[config.mk]
export PLATFORM = sky130hd
export DESIGN_NAME = conv_sequencer
export DESIGN_NICKNAME = d
export VERILOG_FILES = /design/src/rtl/conv_seq_pkg.sv /design/src/rtl/conv_seq_dp.sv /design/src/rtl/conv_seq_ctrl.sv /design/src/rtl/conv_sequencer.sv
export SDC_FILE = /design/constraint.sdc
export NUM_CORES = 1
export LEC_CHECK = 0
export ABC_AREA = 1
export BUFFER_PORTS_ARGS = -buffer_cell sky130_fd_sc_hd__buf_2
export CAP_MARGIN = 20
export CORE_ASPECT_RATIO = 1.75
export CORE_MARGIN = 4
export CORE_UTILIZATION = 54
export CTS_BUF_LIST = sky130_fd_sc_hd__clkbuf_4
export CTS_CLUSTER_DIAMETER = 200
export CTS_CLUSTER_SIZE = 24
export DETAILED_ROUTE_END_ITERATION = 16
export HOLD_SLACK_MARGIN = 0.03
export MAX_ROUTING_LAYER = met4
export PLACE_DENSITY_LB_ADDON = 0.1
export SYNTH_ARGS = -nofsm -noshare
export SYNTH_HDL_FRONTEND = slang
export SYNTH_SLANG_ARGS = --single-unit
[constraint.sdc]
create_clock -name clk -period 1.71 [get_ports clk]
set_clock_uncertainty 0.1 [all_clocks]
set_input_delay 0.2565 -clock clk [delete_from_list [all_inputs] [get_ports clk]]
set_output_delay 0.2565 -clock clk [all_outputs]
set_load 0.05 [all_outputs]
[src/rtl/conv_seq_pkg.sv]
package conv_seq_pkg;
  typedef enum logic [1:0] {
    ST_IDLE  = 2'd0,
    ST_ARMED = 2'd1,
    ST_CONV  = 2'd2,
    ST_HOLD  = 2'd3
  } seqState_e;

  // strobes issued by the control FSM towards the datapath
  typedef struct packed {
    logic loadSeq;    // slot <- start, active mode <- mode register
    logic advance;    // slot <- slot + 1 (wrapping)
    logic startConv;  // issue a sample request and restart the latency count
  } seqStrobe_t;
endpackage

[src/rtl/conv_seq_dp.sv]
module conv_seq_dp
  import conv_seq_pkg::*;
#(
  parameter int SLOTS    = 16,
  parameter int ENT_W    = 8,
  parameter int EOS_BIT  = 7,
  parameter int CH_W     = 4,
  parameter int RES_W    = 12,
  parameter int MODE_W   = 2,
  parameter int CONV_LAT = 4,
  localparam int SLOT_W  = $clog2(SLOTS),
  localparam int CNT_W   = $clog2(CONV_LAT + 1)
) (
  input  logic              clk,
  input  logic              rstN,
  input  logic              cfgWrEn,
  input  logic [MODE_W-1:0] cfgMode,
  input  logic [SLOT_W-1:0] cfgStart,
  input  logic              entWrEn,
  input  logic [SLOT_W-1:0] entAddr,
  input  logic [ENT_W-1:0]  entData,
  input  logic              enable,
  input  seqStrobe_t        strb,
  input  logic [RES_W-1:0]  convData,
  output logic [SLOT_W-1:0] slotIdx,
  output logic [CH_W-1:0]   chanCode,
  output logic              eosCur,
  output logic [MODE_W-1:0] activeMode,
  output logic [MODE_W-1:0] modeReg,
  output logic              convDone,
  output logic              sampleReq,
  output logic              resWr,
  output logic [RES_W-1:0]  resData
);
  logic [ENT_W-1:0]  entQ [SLOTS];
  logic [SLOT_W-1:0] startQ;
  logic [SLOT_W-1:0] slotQ;
  logic [MODE_W-1:0] modeQ;
  logic [MODE_W-1:0] actQ;
  logic [CNT_W-1:0]  cntQ;
  logic              runQ;
  logic              reqQ;
  logic [SLOT_W-1:0] slotNext;

  // configuration registers: start and entries locked while enabled
  always_ff @(posedge clk) begin
    if (!rstN) begin
      modeQ  <= '0;
      startQ <= '0;
      for (int i = 0; i < SLOTS; i++) entQ[i] <= '0;
    end else begin
      if (cfgWrEn) modeQ <= cfgMode;
      if (cfgWrEn && !enable) startQ <= cfgStart;
      if (entWrEn && !enable) entQ[entAddr] <= entData;
    end
  end

  // wrapping slot increment; power-of-two depth wraps naturally
  generate
    if ((1 << SLOT_W) == SLOTS) begin : gWrapPow2
      assign slotNext = slotQ + 1'b1;
    end else begin : gWrapCmp
      assign slotNext = (slotQ == SLOT_W'(SLOTS - 1)) ? '0 : slotQ + 1'b1;
    end
  endgenerate

  always_ff @(posedge clk) begin
    if (!rstN) begin
      slotQ <= '0;
      actQ  <= '0;
    end else if (strb.loadSeq) begin
      slotQ <= startQ;
      actQ  <= modeQ;
    end else if (strb.advance) begin
      slotQ <= slotNext;
    end
  end

  // fixed-latency converter model
  always_ff @(posedge clk) begin
    if (!rstN) begin
      cntQ <= '0;
      runQ <= 1'b0;
      reqQ <= 1'b0;
    end else begin
      reqQ <= strb.startConv;
      if (strb.startConv) begin
        cntQ <= '0;
        runQ <= 1'b1;
      end else if (convDone) begin
        runQ <= 1'b0;
      end else if (runQ) begin
        cntQ <= cntQ + 1'b1;
      end
    end
  end

  assign convDone   = runQ && (cntQ == CNT_W'(CONV_LAT - 1));
  assign slotIdx    = slotQ;
  assign chanCode   = entQ[slotQ][CH_W-1:0];
  assign eosCur     = entQ[slotQ][EOS_BIT];
  assign activeMode = actQ;
  assign modeReg    = modeQ;
  assign sampleReq  = reqQ;
  assign resWr      = convDone;
  assign resData    = convDone ? convData : '0;
endmodule

[src/rtl/conv_seq_ctrl.sv]
module conv_seq_ctrl
  import conv_seq_pkg::*;
#(
  parameter int MODE_W = 2
) (
  input  logic              clk,
  input  logic              rstN,
  input  logic              enable,
  input  logic              trigger,
  input  logic              multiSample,
  input  logic              convDone,
  input  logic              eosCur,
  input  logic [MODE_W-1:0] activeMode,
  input  logic [MODE_W-1:0] modeReg,
  output seqStrobe_t        strb,
  output logic              busy
);
  seqState_e stateQ, stateD;
  logic      trigPrev;
  logic      trigRise;
  logic      seqMode;
  logic      repMode;
  logic      lastInRun;

  assign trigRise  = trigger && !trigPrev;
  assign seqMode   = activeMode[0];
  assign repMode   = activeMode[1];
  assign lastInRun = !seqMode || eosCur;

  always_comb begin
    stateD = stateQ;
    strb   = '0;
    unique case (stateQ)
      ST_IDLE: begin
        if (enable) begin
          strb.loadSeq = 1'b1;
          stateD       = ST_ARMED;
        end
      end
      ST_ARMED: begin
        if (!enable) begin
          stateD = ST_IDLE;
        end else if (trigRise) begin
          strb.startConv = 1'b1;
          stateD         = ST_CONV;
        end
      end
      ST_CONV: begin
        if (convDone) begin
          if (!enable) begin
            stateD = ST_IDLE;
          end else if (!repMode) begin
            if (lastInRun) begin
              stateD = ST_HOLD;
            end else begin
              strb.advance = 1'b1;
              if (multiSample) strb.startConv = 1'b1;
              else             stateD = ST_ARMED;
            end
          end else if (modeReg == '0) begin
            stateD = ST_HOLD;
          end else begin
            if (lastInRun) strb.loadSeq = 1'b1;
            else           strb.advance = 1'b1;
            if (multiSample) strb.startConv = 1'b1;
            else             stateD = ST_ARMED;
          end
        end
      end
      ST_HOLD: begin
        if (!enable) stateD = ST_IDLE;
      end
      default: stateD = ST_IDLE;
    endcase
  end

  always_ff @(posedge clk) begin
    if (!rstN) begin
      stateQ   <= ST_IDLE;
      trigPrev <= 1'b0;
    end else begin
      stateQ   <= stateD;
      trigPrev <= trigger;
    end
  end

  assign busy = (stateQ == ST_CONV) && (activeMode == '0);
endmodule

[src/rtl/conv_sequencer.sv]
module conv_sequencer
  import conv_seq_pkg::*;
#(
  parameter int SLOTS    = 16,
  parameter int ENT_W    = 8,
  parameter int EOS_BIT  = 7,
  parameter int CH_W     = 4,
  parameter int RES_W    = 12,
  parameter int MODE_W   = 2,
  parameter int CONV_LAT = 4,
  localparam int SLOT_W  = $clog2(SLOTS)
) (
  input  logic              clk,
  input  logic              rstN,
  input  logic              cfgWrEn,
  input  logic [MODE_W-1:0] cfgMode,
  input  logic [SLOT_W-1:0] cfgStart,
  input  logic              entWrEn,
  input  logic [SLOT_W-1:0] entAddr,
  input  logic [ENT_W-1:0]  entData,
  input  logic              enable,
  input  logic              multiSample,
  input  logic              trigger,
  input  logic [RES_W-1:0]  convData,
  output logic [SLOT_W-1:0] slotIdx,
  output logic [CH_W-1:0]   chanCode,
  output logic              sampleReq,
  output logic              resWr,
  output logic [RES_W-1:0]  resData,
  output logic              busy
);
  seqStrobe_t        strb;
  logic              convDone;
  logic              eosCur;
  logic [MODE_W-1:0] activeMode;
  logic [MODE_W-1:0] modeReg;

  conv_seq_ctrl #(.MODE_W(MODE_W)) u_ctrl (
    .clk        (clk),
    .rstN       (rstN),
    .enable     (enable),
    .trigger    (trigger),
    .multiSample(multiSample),
    .convDone   (convDone),
    .eosCur     (eosCur),
    .activeMode (activeMode),
    .modeReg    (modeReg),
    .strb       (strb),
    .busy       (busy)
  );

  conv_seq_dp #(
    .SLOTS(SLOTS), .ENT_W(ENT_W), .EOS_BIT(EOS_BIT), .CH_W(CH_W),
    .RES_W(RES_W), .MODE_W(MODE_W), .CONV_LAT(CONV_LAT)
  ) u_dp (
    .clk       (clk),
    .rstN      (rstN),
    .cfgWrEn   (cfgWrEn),
    .cfgMode   (cfgMode),
    .cfgStart  (cfgStart),
    .entWrEn   (entWrEn),
    .entAddr   (entAddr),
    .entData   (entData),
    .enable    (enable),
    .strb      (strb),
    .convData  (convData),
    .slotIdx   (slotIdx),
    .chanCode  (chanCode),
    .eosCur    (eosCur),
    .activeMode(activeMode),
    .modeReg   (modeReg),
    .convDone  (convDone),
    .sampleReq (sampleReq),
    .resWr     (resWr),
    .resData   (resData)
  );
endmodule

==> flow_metrics.env, run 1 <==
export IMPL_met2_usage_pct=46.6
export IMPL_gr_total_overflow=0
export IMPL_io_buffers=56
export IMPL_routed_via_density=5.58
export IMPL_clock_root_buffer="clkbuf_4"
export IMPL_startpoint_type="register"
export IMPL_synth_ff_type="edfxtp_1"
export IMPL_synth_most_common_cell="nor2_1"
export IMPL_synth_edf_count=80
export IMPL_arrival_ns=1.88
export IMPL_synth_area_leaders="edfxtp_1, nor2_1, dfxtp_1"
export IMPL_pwr_density_cell_nw_per_um2=834
export IMPL_maxCapViolCount=0
export IMPL_drv_slew=0
export IMPL_drc=0
export IMPL_clk_pin_slew_ns=0.16
export IMPL_yosysUniqueCellTypes=32
export IMPL_yosysTopAreaCell="edfxtp_1"
export IMPL_dieArea_um2=10700
export IMPL_period_minus_slack_ns=2.24
export IMPL_syn_area_um2=4890
export IMPL_hold_class="in -> reg"
export IMPL_fillers=632
export IMPL_htree_levels=3
export IMPL_finalSetupTns_ns=-8.97
export IMPL_yosys_warnings=0
export IMPL_cp_slowest_cell="dfxtp_4"
export IMPL_pre_cts_slack_ns=-0.147
export IMPL_drt_pre_antenna_iters=5
export IMPL_path_class="reg -> out"
export IMPL_gr_usage_met1_pct=26.0
export IMPL_critPathMaxFanout=15
export IMPL_cts_tree="done"
export IMPL_violations="setup timing"
export IMPL_cp_end_kind="output pin"
export IMPL_min_period_over_period_pct=131
export IMPL_area_growth_pct=34.0
export IMPL_slew_limit_headroom_pct=74.1
export IMPL_ff2ff_path_depth=11
export IMPL_clock_sinks=104
export IMPL_cts_buffer_depth=2
export IMPL_final_cell_area_um2=6550
export IMPL_power_leakage_nw=2.74
export IMPL_vias=4367
export IMPL_finalHoldViolCount=0
export IMPL_dp_hpwl_um=9330
export IMPL_cts_made_buffers=9
export IMPL_tightest_slew_ns=0.387
export IMPL_io_pins=60
export IMPL_nNetsFinal=704
export IMPL_synthArstFlopShare_pct=0
export IMPL_grt_max_degree=35
export IMPL_rsz0062_at_grt="true"
export IMPL_syn_area_per_cell_um2=8.98
export IMPL_syn_num_nets=588
export IMPL_min_path_cells=4
export IMPL_setup_ws_ns=-0.526
export IMPL_drt_initial_drc_count=326
export IMPL_setup_viol=35
export IMPL_die_h_um=134
export IMPL_grt_busiest_layer="met2"
export IMPL_ir_drop_mv=0.591
export IMPL_critPathMaxStageDelay_ns=0.40
export IMPL_routed_wl_um=14200
export IMPL_worstPathCellList="inv_4 -> buf_12 -> o21ai_0 -> o221ai_1 -> nand3_1 -> nand2_2 -> buf_6"
export IMPL_ys_seq_elements=104
export IMPL_grt_pass1_vias=4407
export IMPL_use_met3_pct=5.44
export IMPL_fmax_mhz=447
export IMPL_grt_first_pass_wirelength_um=20700
export IMPL_die_width_um=79.9
export IMPL_drive_gt1_share_pct=30.8
export IMPL_track_usage_pct=26.4
export IMPL_coreArea_um2=8780
export IMPL_insertion_delay_ns=0.46
export IMPL_synth_cells=544
export IMPL_status="finished, violations left"
export IMPL_ant_nets=0
export IMPL_initial_core_util_pct=55.6
export IMPL_place_area_um2=5710
export IMPL_antenna_found_initial=1
export IMPL_synthTopCellsByCount="nor2_1, nand2_1, edfxtp_1"
export IMPL_required_ns=1.35
export IMPL_globalplace_congestion=0.931
export IMPL_seq_area_frac_synth_pct=59.0
export IMPL_post_drt_wl_per_cell_um=18.1
export IMPL_yosys_area_top_type_share_pct=49.2
export IMPL_fp_row_count=45
where the power goes:
group | switching, mW | leakage (nW) | internal [mW]
clock | 0.799 | 0.0789 | 0.470
sequential | 0.0921 | 0.961 | 2.86
combinational | 0.777 | 1.70 | 0.464
kinds of logic (layout without fill, tap and decap cells):
family          Yosys count  in the layout  synth area share [%]
fa+ha+maj                 7              7                  1.79
mux                       1              1                 0.205
other cells               0              1                     0
xor+xnor                  4              4                 0.717
flops                   104            104                  59.0
buf+inv                  76            197                  6.07
simple gates            274            274                  22.9
compound gates           78             78                  9.27
stage by stage:
| stage | hold slack [ns] | power, mW | util, % | cells |
|---|---|---|---|---|
| floorplan | 0.250 | 3.61 | - | 544 |
| global placement | 0.344 | 3.97 | 65.0 | 746 |
| detailed placement | 0.355 | 4.00 | 65.0 | 746 |
| CTS | 0.151 | 5.34 | 71.2 | 777 |
| global route | 0.178 | 5.68 | 74.6 | 783 |
| finish | 0.202 | 5.46 | 74.6 | 783 |
placed cells by master (no fill, tap or decap), types with 10 or more instances in the layout:
cell type,count
buf_2,38
edfxtp_1,80
nand2_2,10
o221ai_1,14
dlygate4sd3_1,11
inv_1,48
buf_4,45
nor2_1,129
clkbuf_4,10
nand3_1,20
o21ai_0,33
dfxtp_1,18
nand2_1,74
nor2_4,15
buf_6,22
cell type report:
cell class	instances	area, µm²	area share (%)
clock inverter	6	66.3	1.01
timing repair buffer	127	1100	16.7
inverter	54	216	3.31
antenna	1	2.50	0.0382
multi-input combinational	364	2050	31.4
tap	117	146	2.24
clock buffer	10	75.1	1.15
sequential	104	2890	44.2
critical path, delay by kind of cell (launching register included):
kind | cells | cell delay (ns)
flops | 1 | 0.40
buf+inv | 3 | 0.40
compound gates | 2 | 0.32
simple gates | 2 | 0.30
state kept, by name, summed over array words and instances (netlist names), named ones only:
name             cells
u_ctrl.stateQ        2
u_dp.cntQ            3
u_dp.modeReg         2
u_dp.runQ            1
u_dp.startQ          4
u_ctrl.trigPrev      1
u_dp.slotIdx         4
u_dp.sampleReq       1
u_dp.activeMode      2
u_dp.entQ           80
timing repair:
item / 4_1_cts / 5_1_grt
pin swaps: 20 / 21
setup endpoints to repair: 34 / 35
endpoints found under the hold margin: 8 / 0
gates resized for setup: 83 / 59
cloned: 0 / 2
buffers inserted: 4 / 4
hold buffers: 11 / 0
path summary, 6_finish.rpt:
| kind | start | end | slack (ns) |
|---|---|---|---|
| worst min register to register | u_dp.modeReg[0] | u_dp.activeMode[0] | 0.43 |
| worst max register to register | register | register | -0.24 |
| worst max-delay path | register | chanCode[3] | -0.53 |
| worst min-delay path | rstN | u_ctrl.trigPrev | 0.20 |
routing by layer:
metal	vias up	part of all wire [%]
li1	2042	-
met1	2074	35
met2	198	56
met3	53	4.8
met4	0	4.4
met5	-	0
Note: power is estimated with default switching activity, not from simulation.
==> run 2: changes to the inputs <==
--- a/config.mk
+++ b/config.mk
@@ -6,18 +6,19 @@
 export NUM_CORES = 1
 export LEC_CHECK = 0
 export ABC_AREA = 1
-export BUFFER_PORTS_ARGS = -buffer_cell sky130_fd_sc_hd__buf_2
 export CAP_MARGIN = 20
-export CORE_ASPECT_RATIO = 1.75
+export CORE_ASPECT_RATIO = 2
 export CORE_MARGIN = 4
-export CORE_UTILIZATION = 54
+export CORE_UTILIZATION = 55
 export CTS_BUF_LIST = sky130_fd_sc_hd__clkbuf_4
 export CTS_CLUSTER_DIAMETER = 200
 export CTS_CLUSTER_SIZE = 24
 export DETAILED_ROUTE_END_ITERATION = 16
+export DONT_BUFFER_PORTS = 1
 export HOLD_SLACK_MARGIN = 0.03
 export MAX_ROUTING_LAYER = met4
 export PLACE_DENSITY_LB_ADDON = 0.1
+export SETUP_SLACK_MARGIN = 0.2
 export SYNTH_ARGS = -nofsm -noshare
 export SYNTH_HDL_FRONTEND = slang
 export SYNTH_SLANG_ARGS = --single-unit
==> run 2 against run 1 <==
  * The run still ends with setup timing left
  * Fmax is 2.4% higher
  * Sequential share of layout area is 1.1 points higher
  * Critical path depth is 1 lower
  * Total power is 2.0% lower
  * Utilization is 0.54 points lower
  * Die area is 1.4% lower
  * Register-to-register slack worse by 0.15 ns
  * Setup slack better by 0.053 ns
  * Sequential cell count stayed put
  * First-iteration DRC count is 50% higher
  * Via count is 5.4% lower
  * Cell area is 2.3% lower
  * Critical endpoint unchanged
  * Largest cell class unchanged
==> flow_metrics.env, run 2 (synthesis results as in run 1) <==
export IMPL_status="finished, violations left"
export IMPL_violations="setup timing"
export IMPL_tightest_slew_ns=0.478
export IMPL_largest_register_ffs=80
export IMPL_grt_pass1_vias=4191
export IMPL_m1WireLength_um=4270
export IMPL_area_growth_pct=31.0
export IMPL_cts_made_buffers=9
export IMPL_initial_core_util_pct=56.5
export IMPL_coreArea_um2=8650
export IMPL_nNetsFinal=655
export IMPL_dp_hpwl_um=8810
export IMPL_critPathMaxFanout=5
export IMPL_grt_max_degree=29
export IMPL_track_usage_pct=27.8
export IMPL_clk_pin_slew_ns=0.15
export IMPL_drive_gt1_share_pct=31.2
export IMPL_final_common_cell="nor2_1"
export IMPL_power_mw=5.36
export IMPL_largest_register="u_dp.entQ"
export IMPL_path_class="reg -> out"
export IMPL_wl_met2_um=7860
export IMPL_power_leakage_nw=2.56
export IMPL_die_h_um=141
export IMPL_htree_levels=3
export IMPL_globalplace_congestion=0.893
export IMPL_finalSetupTns_ns=-11.45
export IMPL_io_pins=60
export IMPL_fmax_mhz=458
export IMPL_required_ns=1.35
export IMPL_switching_share_pct=31.7
export IMPL_routed_via_density=5.76
export IMPL_slew_limit_headroom_pct=67.9
export IMPL_gr_total_overflow=0
export IMPL_startpoint_type="register"
export IMPL_pwr_share_seq_pct=55.3
export IMPL_setup_viol=35
export IMPL_min_period_over_period_pct=128
export IMPL_p_sw_mw=1.70
export IMPL_clkPwrFrac_pct=20.1
export IMPL_setup_ws_ns=-0.473
export IMPL_routed_wl_um=13800
export IMPL_vias=4130
export IMPL_period_minus_slack_ns=2.18
export IMPL_io_buffers=0
export IMPL_p_int_mw=3.66
export IMPL_drt_pre_antenna_iters=7
export IMPL_dieArea_um2=10500
export IMPL_combPwrFrac_pct=24.6
export IMPL_drt_initial_drc_count=488
export IMPL_wl_met3_um=759
export IMPL_fp_row_count=48
export IMPL_antenna_found_initial=1
export IMPL_rsz0062_at_grt="true"
export IMPL_drc=0
export IMPL_maxCapViolCount=0
export IMPL_arrival_ns=1.83
export IMPL_timing_hold_ws_ns=0.126
export IMPL_post_drt_wl_per_cell_um=19.3
export IMPL_hold_class="in -> reg"
export IMPL_dr_max_layer_used="met4"
export IMPL_cp_end_kind="output pin"
export IMPL_grt_first_pass_wirelength_um=20300
export IMPL_pwr_density_cell_nw_per_um2=837
export IMPL_cts_tree="done"
export IMPL_die_width_um=74.6
export IMPL_final_cell_mix="nor2_1, edfxtp_1, nand2_1"
export IMPL_insertion_delay_ns=0.46
export IMPL_clock_sinks=104
export IMPL_ant_nets=0
export IMPL_finalHoldViolCount=0
export IMPL_clock_root_buffer="clkbuf_4"
export IMPL_cts_buffer_depth=2
export IMPL_ir_drop_mv=0.560
export IMPL_fillers=588
export IMPL_drv_slew=0
[run 2: cell count changes in the layout (fill, tap and decap cells not counted), sizes merged]
| cell | delta |
|---|---|
| inv | +2 |
| bufinv | -1 |
| dlygate4sd3 | +3 |
| clkbuf | -2 |
| buf | -51 |
[run 2: final timing paths]
kind                                      from         endpoint  slack [ns]  cells after the start
worst max-delay path                  register      chanCode[3]       -0.47                      6
worst min-delay path                entAddr[2]  u_dp.entQ[2][1]        0.13                      3
worst max register to register        register         register       -0.39                     14
worst min register to register  u_dp.startQ[2]   u_dp.startQ[2]        0.37                      2
[run 2: metal layers]
metal / up-vias / track usage, %
met2: 173 / 51.0
met5: - / -
li1: 1951 / -
met1: 1935 / 25.5
met4: 0 / 16.2
met3: 71 / 4.61
[run 2: critical path, cell delays in order (launching register included)]
cell      delay, ns
dfxtp_4        0.42
buf_6          0.14
buf_4          0.13
o21ai_2        0.07
o221ai_2       0.27
nand3_2        0.16
nand2_4        0.18
[run 2: layout make-up]
| class | count | area (µm²) | share of cell area [%] |
|---|---|---|---|
| multi-input cells | 364 | 2230 | 34.9 |
| diodes | 1 | 2.50 | 0.0391 |
| clock buffers | 10 | 75.1 | 1.17 |
| flip-flops and latches | 104 | 2900 | 45.3 |
| clock inverters | 6 | 33.8 | 0.528 |
| repair inverters | 1 | 6.26 | 0.0977 |
| repair buffers | 77 | 805 | 12.6 |
| inverters | 54 | 224 | 3.50 |
| well taps | 100 | 125 | 1.95 |
[run 2: metrics by stage]
| stage | worst slack (ns) | instances | util [%] | instance area [µm²] |
|---|---|---|---|---|
| after floorplan | 0.00719 | 544 | - | 5150 |
| after global placement | -0.0906 | 661 | 62.4 | 5390 |
| after detailed placement | -0.113 | 661 | 62.4 | 5390 |
| after CTS | -0.483 | 710 | 71.5 | 6180 |
| after global routing | -0.515 | 717 | 74.0 | 6400 |
| final | -0.473 | 717 | 74.0 | 6400 |
[run 2: power groups by stage]
stage / registers [mW] / clock network (mW) / logic, mW
final: 2.96 / 1.08 / 1.32
after global routing: 2.97 / 1.20 / 1.41
after CTS: 2.95 / 1.10 / 1.20
after detailed placement: 3.00 / 0 / 0.933
after global placement: 2.99 / 0 / 0.915
after floorplan: 3.01 / 0 / 0.675
[run 2: what timing repair did]
item	in CTS	in global routing
setup endpoints to repair	35	37
hold endpoints to repair	103	0
gates cloned	3	0
resized for setup	105	47
pin swaps	35	31
buffers inserted	15	6
hold buffers	15	0
